**src/rtl/uart_host_regs.sv**
```systemverilog
module uart_host_regs (
  input  logic        clk,
  input  logic        rst_n,
  input  logic [2:0]  addr,
  input  logic        wr_en,
  input  logic        rd_en,
  input  logic [7:0]  wdata,
  output logic [7:0]  rdata,
  output logic        irq,
  output logic        tx_valid,
  output logic [7:0]  tx_data,
  input  logic        rx_valid,
  input  logic [7:0]  rx_data,
  output logic        rx_reject,
  input  logic [3:0]  ms_lines,
  output logic [15:0] divisor,
  output logic [3:0]  data_bits,
  output logic        two_stop,
  output logic        parity_en,
  output logic        parity_even,
  output logic        break_ctl
);

  localparam logic [7:0] ID_NONE = 8'h01;
  localparam logic [7:0] ID_THR  = 8'h02;
  localparam logic [7:0] ID_RX   = 8'h04;
  localparam logic [7:0] ID_MS   = 8'h06;

  logic [7:0] rbr, lcr, scr, ident;
  logic [3:0] ier, ms_prev;
  logic [4:0] mcr;
  logic       dr, thr_pend, ms_chg;

  wire dlab   = lcr[7];
  wire wr_dat = wr_en && addr == 3'd0 && !dlab;
  wire wr_dll = wr_en && addr == 3'd0 &&  dlab;
  wire wr_ier = wr_en && addr == 3'd1 && !dlab;
  wire wr_dlm = wr_en && addr == 3'd1 &&  dlab;
  wire rd_rbr = rd_en && addr == 3'd0 && !dlab;
  wire rd_iir = rd_en && addr == 3'd2;
  wire rx_ok  = rx_valid && !dr;

  assign data_bits   = {2'b00, lcr[1:0]} + 4'd5;
  assign two_stop    = lcr[2];
  assign parity_en   = lcr[3];
  assign parity_even = lcr[4];
  assign break_ctl   = lcr[6];

  always_comb begin
    if (dr && ier[0])            ident = ID_RX;
    else if (thr_pend && ier[1]) ident = ID_THR;
    else if (ms_chg && ier[2])   ident = ID_MS;
    else                         ident = ID_NONE;
  end

  always_comb begin
    case (addr)
      3'd0:    rdata = dlab ? divisor[7:0]  : rbr;
      3'd1:    rdata = dlab ? divisor[15:8] : {4'b0000, ier};
      3'd2:    rdata = ident;
      3'd3:    rdata = lcr;
      3'd4:    rdata = {3'b000, mcr};
      3'd5:    rdata = {7'b0110000, dr};
      3'd6:    rdata = {ms_lines, 4'b0000};
      default: rdata = scr;
    endcase
  end

  always_ff @(posedge clk) begin
    if (!rst_n) begin
      rbr <= '0; lcr <= '0; scr <= '0; ier <= '0; mcr <= '0;
      divisor <= '0; dr <= 1'b0; thr_pend <= 1'b0; ms_chg <= 1'b0;
      ms_prev <= '0; tx_valid <= 1'b0; tx_data <= '0;
      rx_reject <= 1'b0; irq <= 1'b0;
    end else begin
      tx_valid  <= wr_dat;
      rx_reject <= rx_valid && dr;
      irq       <= ident != ID_NONE;
      ms_prev   <= ms_lines;
      if (wr_dat) tx_data <= wdata;
      if (wr_dll) divisor[7:0]  <= wdata;
      if (wr_dlm) divisor[15:8] <= wdata;
      if (wr_ier) ier <= wdata[3:0];
      if (wr_en && addr == 3'd3) lcr <= wdata;
      if (wr_en && addr == 3'd4) mcr <= wdata[4:0];
      if (wr_en && addr == 3'd7) scr <= wdata;
      if (wr_dat || wr_ier)                 thr_pend <= 1'b1;
      else if (rd_iir && ident == ID_THR)   thr_pend <= 1'b0;
      if (ms_lines != ms_prev) ms_chg <= 1'b1;
      else if (rd_iir)         ms_chg <= 1'b0;
      if (rx_ok) begin
        rbr <= rx_data;
        dr  <= 1'b1;
      end else if (rd_rbr) begin
        dr  <= 1'b0;
      end
    end
  end


  irq_follow_chk: assert property (@(posedge clk) disable iff (!rst_n)
    1'b1 |=> irq == ($past(ident) != ID_NONE));


  rx_drop_chk: assert property (@(posedge clk) disable iff (!rst_n)
    (rx_valid && dr) |=> rx_reject && $stable(rbr) && dr);


  rx_take_chk: assert property (@(posedge clk) disable iff (!rst_n)
    (rx_valid && !dr) |=> dr && rbr == $past(rx_data));


  tx_pulse_chk: assert property (@(posedge clk) disable iff (!rst_n)
    wr_dat |=> tx_valid && tx_data == $past(wdata) && thr_pend);


  ier_arm_chk: assert property (@(posedge clk) disable iff (!rst_n)
    wr_ier |=> thr_pend && ier == $past(wdata[3:0]));


  iir_consume_chk: assert property (@(posedge clk) disable iff (!rst_n)
    (rd_iir && ident == ID_THR && !wr_en) |=> !thr_pend);


  dlab_tx_quiet_chk: assert property (@(posedge clk) disable iff (!rst_n)
    (wr_en && addr == 3'd0 && dlab) |=> !tx_valid);

endmodule

```
**config.mk**
```make
export PLATFORM = sky130hd
export DESIGN_NAME = uart_host_regs
export DESIGN_NICKNAME = d
export VERILOG_FILES = /design/src/rtl/uart_host_regs.sv
export SDC_FILE = /design/constraint.sdc
export NUM_CORES = 1
export LEC_CHECK = 0
export BUFFER_PORTS_ARGS = -buffer_cell sky130_fd_sc_hd__buf_2
export CAP_MARGIN = 25
export CORE_AREA = 2 2 77 97
export DETAILED_ROUTE_END_ITERATION = 6
export DIE_AREA = 0 0 79 99
export PLACE_DENSITY = 0.67
export SETUP_SLACK_MARGIN = 0.5
export SYNTH_ARGS = -nofsm -noshare
export SYNTH_HDL_FRONTEND = slang
export SYNTH_SLANG_ARGS = --single-unit
```
**constraint.sdc**
```tcl
create_clock -name clk -period 2 [get_ports clk]
set_input_delay 0.4 -clock clk [delete_from_list [all_inputs] [get_ports clk]]
set_output_delay 0.4 -clock clk [all_outputs]
set_load 0.05 [all_outputs]
```
# Word level (Yosys, flattened, before mapping)

Cells that the tools add are included.
W data, S select, Z words.

Output and inout bits: 43
Bits of input ports: 28
Word-level logic and storage cells: 63
Flip-flop bits (word level): 67

$add $sub $neg: 1
Equality and inequality tests: 10
Muxes and demuxes: 12
Reduce and logical (&&, ||, !) cells: 25

Operator list:

| operator              | number |
|---|---|
| $pmux W8 S7           | 1 |
| $logic_and A1 B1 Y1   | 18 |
| $mux W8               | 2 |
| $eq A3 B3 Y1 const B  | 4 |
| $mux W3               | 3 |
| $eq A8 B2 Y1 const B  | 1 |
| $ne A8 B1 Y1 const B  | 1 |
| $eq A3 B2 Y1 const B  | 2 |
| $mux W1               | 6 |
| $reduce_bool A2 Y1    | 3 |
| $add A2 B3 Y4 const B | 1 |
| $ne A4 B4 Y1          | 1 |
| $eq A3 B1 Y1 const B  | 1 |
| $logic_not A3 Y1      | 1 |
| $logic_not A1 Y1      | 2 |
| $logic_or A1 B1 Y1    | 1 |

# Depth between registers and ports, before layout

Word-level depth: 8
Depth in mapped cells: 7
Mapped depth without buffers: 4

# Least setup slack after synthesis

No wires, ideal clock.

Path kind: input to output
From: input port addr[2]
To: output port rdata[4]
Data arrival time: 1921 ps
Data required time: 1600 ps
Stages: 7
Buffers on the path: 3
Slack: -321 ps
Path through: buf_4 > buf_4 > buf_2 > nor2_1 > o21ai_1 > o21ai_1 > a21oi_1

Longest elaborated chain between the ends: 2
Elaborated cells on any way between the ends: 8
Classes of those cells: eq/ne: 6; mux: 1; reduce/logical: 1

RTL lines:

| item                                 | line | RTL |
|---|---|---|
| start: declaration                   | 4    | `input logic [2:0] addr,` |
| $eq A3 B3 Y1 (tied with other cells) | 57   | `case (addr)` |
| $pmux W8 S7 (*)                      | 57   |  |
| end: declaration                     | 8    | `output logic [7:0] rdata,` |

Mark *: on every way between the ends. The rest lies on a longest branch, timed or not.

# Worst setup path in the final report

From: register lcr[7]
To: output port rdata[0]

Longest elaborated chain between the ends: 2
Elaborated cells on any way between the ends: 3
Classes of those cells: mux: 3

RTL lines:

| item                              | line   | RTL |
|---|---|---|
| start: declaration                | 29     | `logic [7:0] rbr, lcr, scr, ident;` |
| start signal: assignment          | 84     | `if (wr_en && addr == 3'd3) lcr <= wdata;` |
| $mux W8, on equally long branches | 59, 58 |  |
| $pmux W8 S7 (*)                   | 57     |  |

Marks and branches as above.

==> results.py <==
metrics = {
    "setup_path": {
        "crit_path_frequent_cell": "buf_8",
        "crit_chain": "buf_8, mux2i_2, o22ai_1, o32a_4, buf_8",
        "worstSetupPathType": "register to primary output",
        "slowest_stage": "dfxtp_4",
        "critical_path_arrival_ns": 1.80,
        "startpoint_type": "register",
        "cp_data_required_time_ns": 1.60,
        "critPathMaxFanout": 8,
        "r2r_cells": 6,
        "reg2reg_from": "lcr[7]",
        "slowest_delay_ns": 0.39,
        "rr_endpoint": "tx_data[2]",
        "r2r_slack_ns": 0.59,
        "endpoint_kind": "primary output",
    },
    "finish": {
        "multiInputGateArea_um2": 1740,
        "fillers": 648,
        "antenna_cells": 0,
        "seqCellArea_um2": 1350,
        "drive_gt1_frac": 0.367,
        "nNetsFinal": 468,
        "syn_to_final_growth_pct": 34.9,
    },
    "synth": {
        "yosysTopAreaCellShare": 0.442,
        "synth.distinct_cells": 51,
        "yosys_register_bits": 67,
        "yosysMostFrequentCell": "dfxtp_1",
        "synthCells": 348,
        "syn_area_um2": 3030,
        "synth-async-reset-ratio": 0,
        "syn_area_per_cell_um2": 8.72,
        "syn_nets": 377,
        "yosys.area.top_type": "dfxtp_1",
        "synth_edf_count": 0,
        "synth_common_cells": "dfxtp_1 (67), nand2_1 (59), nor2_1 (44)",
        "synth_area_leaders": "dfxtp_1 (44%), mux2i_1 (13%), nand2_1 (7.3%), a21oi_1 (5.4%), nor2_1 (5.4%)",
        "synthFlopType": "dfxtp_1",
        "ys_seq_area_frac": 0.442,
        "ys_warn_count": 0,
    },
    "pwr": {
        "leakage_nw": 1.87,
        "p_per_area_nw_per_um2": 712,
        "total_power_mw": 2.91,
        "ir_drop_mv": 0.480,
    },
    "sta": {
        "rsz0062_at_grt": "yes",
        "final.setup.tns_ns": -0.850,
        "finalClockSkew_ns": 0.00950,
        "drv_slew": 0,
        "timing.max_slew.rel_slack": 0.581,
        "hold_viol_final": 0,
        "worst_slack_ns": -0.201,
        "finalCriticalPeriod_ns": 2.20,
        "tightest_slew_ns": 0.629,
        "fin_crit_sh": 1.10,
        "setup_viol": 7,
        "fmax_ghz": 0.454,
    },
    "floorplan": {
        "die_x_um": 79,
        "rows": 34,
        "ios": 71,
        "start_util": 0.440,
        "core_area_um2": 6890,
        "die_h_um": 99,
        "die_area_um2": 7820,
    },
    "cts": {
        "root_buffer": "clkbuf_8",
        "postCtsHoldBufs": 0,
        "tritoncts": "built",
        "cts_num_sinks": 67,
        "cts_buffers": 9,
        "clk_latency_ns": 0.34,
        "clock_path_buffers": 2,
        "clk_pin_slew_ns": 0.07,
        "cts_htree_levels": 3,
    },
    "placement": {
        "hpwl_um": 6750,
        "io_buffers": 70,
        "finalWeightedCongestion": 0.910,
    },
    "global_route": {
        "grt_pass1_wl_um": 14600,
        "antenna_found_initial": 0,
        "first_global_vias": 2816,
        "grtUsageTotal": 0.242,
        "grt_max_degree": 62,
        "overflow": 0,
    },
    "detailed_routing": {
        "drt-total-wl_um": 9020,
        "wire_per_inst_um": 16.9,
        "detail-route-antenna-nets": 0,
        "first_pass_iters": 4,
        "dr_total_vias": 2813,
        "drc": 0,
        "routed_via_density": 5.27,
        "drt_iter0_markers": 132,
    },
    "worst_hold_path": {
        "min_from": "rx_data[5]",
        "whs_endpoint": "rbr[5]",
        "hold_path.class": "input pin to register",
        "hold_depth": 3,
    },
    "run": {
        "cap_violations": 0,
    },
    "status": {
        "outcome": "finished with violations",
        "violations": "setup timing",
    },
}
-- logic make-up (layout without fill, tap and decap cells) --
group                      count (synthesis)  after routing  share of synthesized area
xor gates and xnor gates                   4              4                     0.0116
buffers and inverters                     28            124                     0.0454
and+or+nand+nor                          136            136                      0.208
DFF                                       67             67                      0.442
muxes                                     44             44                      0.152
adders and majority gates                  1              1                    0.00412
AOI/OAI and AO/OA                         68             68                      0.137
-- cell type report --
cell class / instances / area share
multi-input cells: 253 / 0.425
clock buffers: 14 / 0.0373
well taps: 90 / 0.0275
flip-flops and latches: 67 / 0.331
repair buffers: 102 / 0.165
clock inverters: 2 / 0.00857
inverters: 6 / 0.00551
-- metal layers --
layer,track usage,vias to the layer above,part of all wire
met5,0,-,0
met4,0.0650,0,0.017
met3,0.0522,10,0.041
met2,0.408,67,0.49
met1,0.313,1347,0.45
li1,-,1389,-
-- cell usage in the layout (no fill, tap or decap), types with 3 or more instances in the layout --
| cell type | count |
|---|---|
| mux2i_2 | 3 |
| clkbuf_1 | 4 |
| buf_2 | 58 |
| nor2b_1 | 3 |
| and2_1 | 4 |
| buf_8 | 4 |
| a21oi_1 | 30 |
| dfxtp_1 | 62 |
| inv_2 | 3 |
| o21ai_1 | 4 |
| buf_6 | 7 |
| clkbuf_8 | 10 |
| dfxtp_2 | 3 |
| a31oi_1 | 3 |
| nor2_1 | 44 |
| nand2_1 | 58 |
| nand3_1 | 4 |
| buf_4 | 33 |
| o22ai_1 | 3 |
| o21ai_2 | 4 |
| mux2i_1 | 35 |
-- state kept, by name, indices dropped and copies added (netlist names) --
name and flops:
divisor 16, dr 1, ier 4, irq 1, lcr 8, mcr 5, ms_chg 1, ms_prev 4
rbr 8, rx_reject 1, scr 8, thr_pend 1, tx_data 8, tx_valid 1
-- power by group --
| part | leakage [nW] | switching [mW] | internal [mW] | total (mW) |
|---|---|---|---|---|
| sequential | 0.547 | 0.0244 | 1.37 | 1.39 |
| combinational | 1.23 | 0.268 | 0.164 | 0.432 |
| clock | 0.0947 | 0.479 | 0.611 | 1.09 |
| total | 1.87 | 0.772 | 2.14 | 2.91 |
-- worst max-delay path by stage --
stage	startpoint	endpoint	slack (ns)	cells past startpoint
floorplan	addr[1]	rdata[2]	-0.03	5
global placement	addr[2]	rdata[2]	-0.12	6
detailed placement	addr[0]	rdata[2]	-0.15	6
CTS	lcr[7]	rdata[2]	-0.26	5
global route	lcr[7]	rdata[0]	-0.26	5
finish	lcr[7]	rdata[0]	-0.20	5
-- worst max-delay path, delay by kind of cell, from the launching register on --
kind / cells / cell delay (ns)
AO/OA/AOI/OAI: 2 / 0.50
flip-flops: 1 / 0.39
buffers and inverters: 2 / 0.31
multiplexers: 1 / 0.26
-- through the flow --
step | utilization | instance area (µm²) | setup slack [ns] | std cells | hold WS (ns)
final | 0.594 | 4090 | -0.201 | 534 | 0.292
after CTS | 0.582 | 4010 | -0.261 | 532 | 0.281
after floorplan | - | 3140 | -0.0288 | 348 | 0.431
after detailed placement | 0.531 | 3660 | -0.146 | 514 | 0.447
after global placement | 0.531 | 3660 | -0.121 | 514 | 0.443
after global routing | 0.594 | 4090 | -0.259 | 534 | 0.308
-- what timing repair did --
item / 4_1_cts / 5_1_grt
buffers inserted: 2 / 2
pin swaps: 9 / 10
resized for setup: 44 / 15
setup endpoints to repair: 33 / 29
Power figures use the tool's default switching activity.
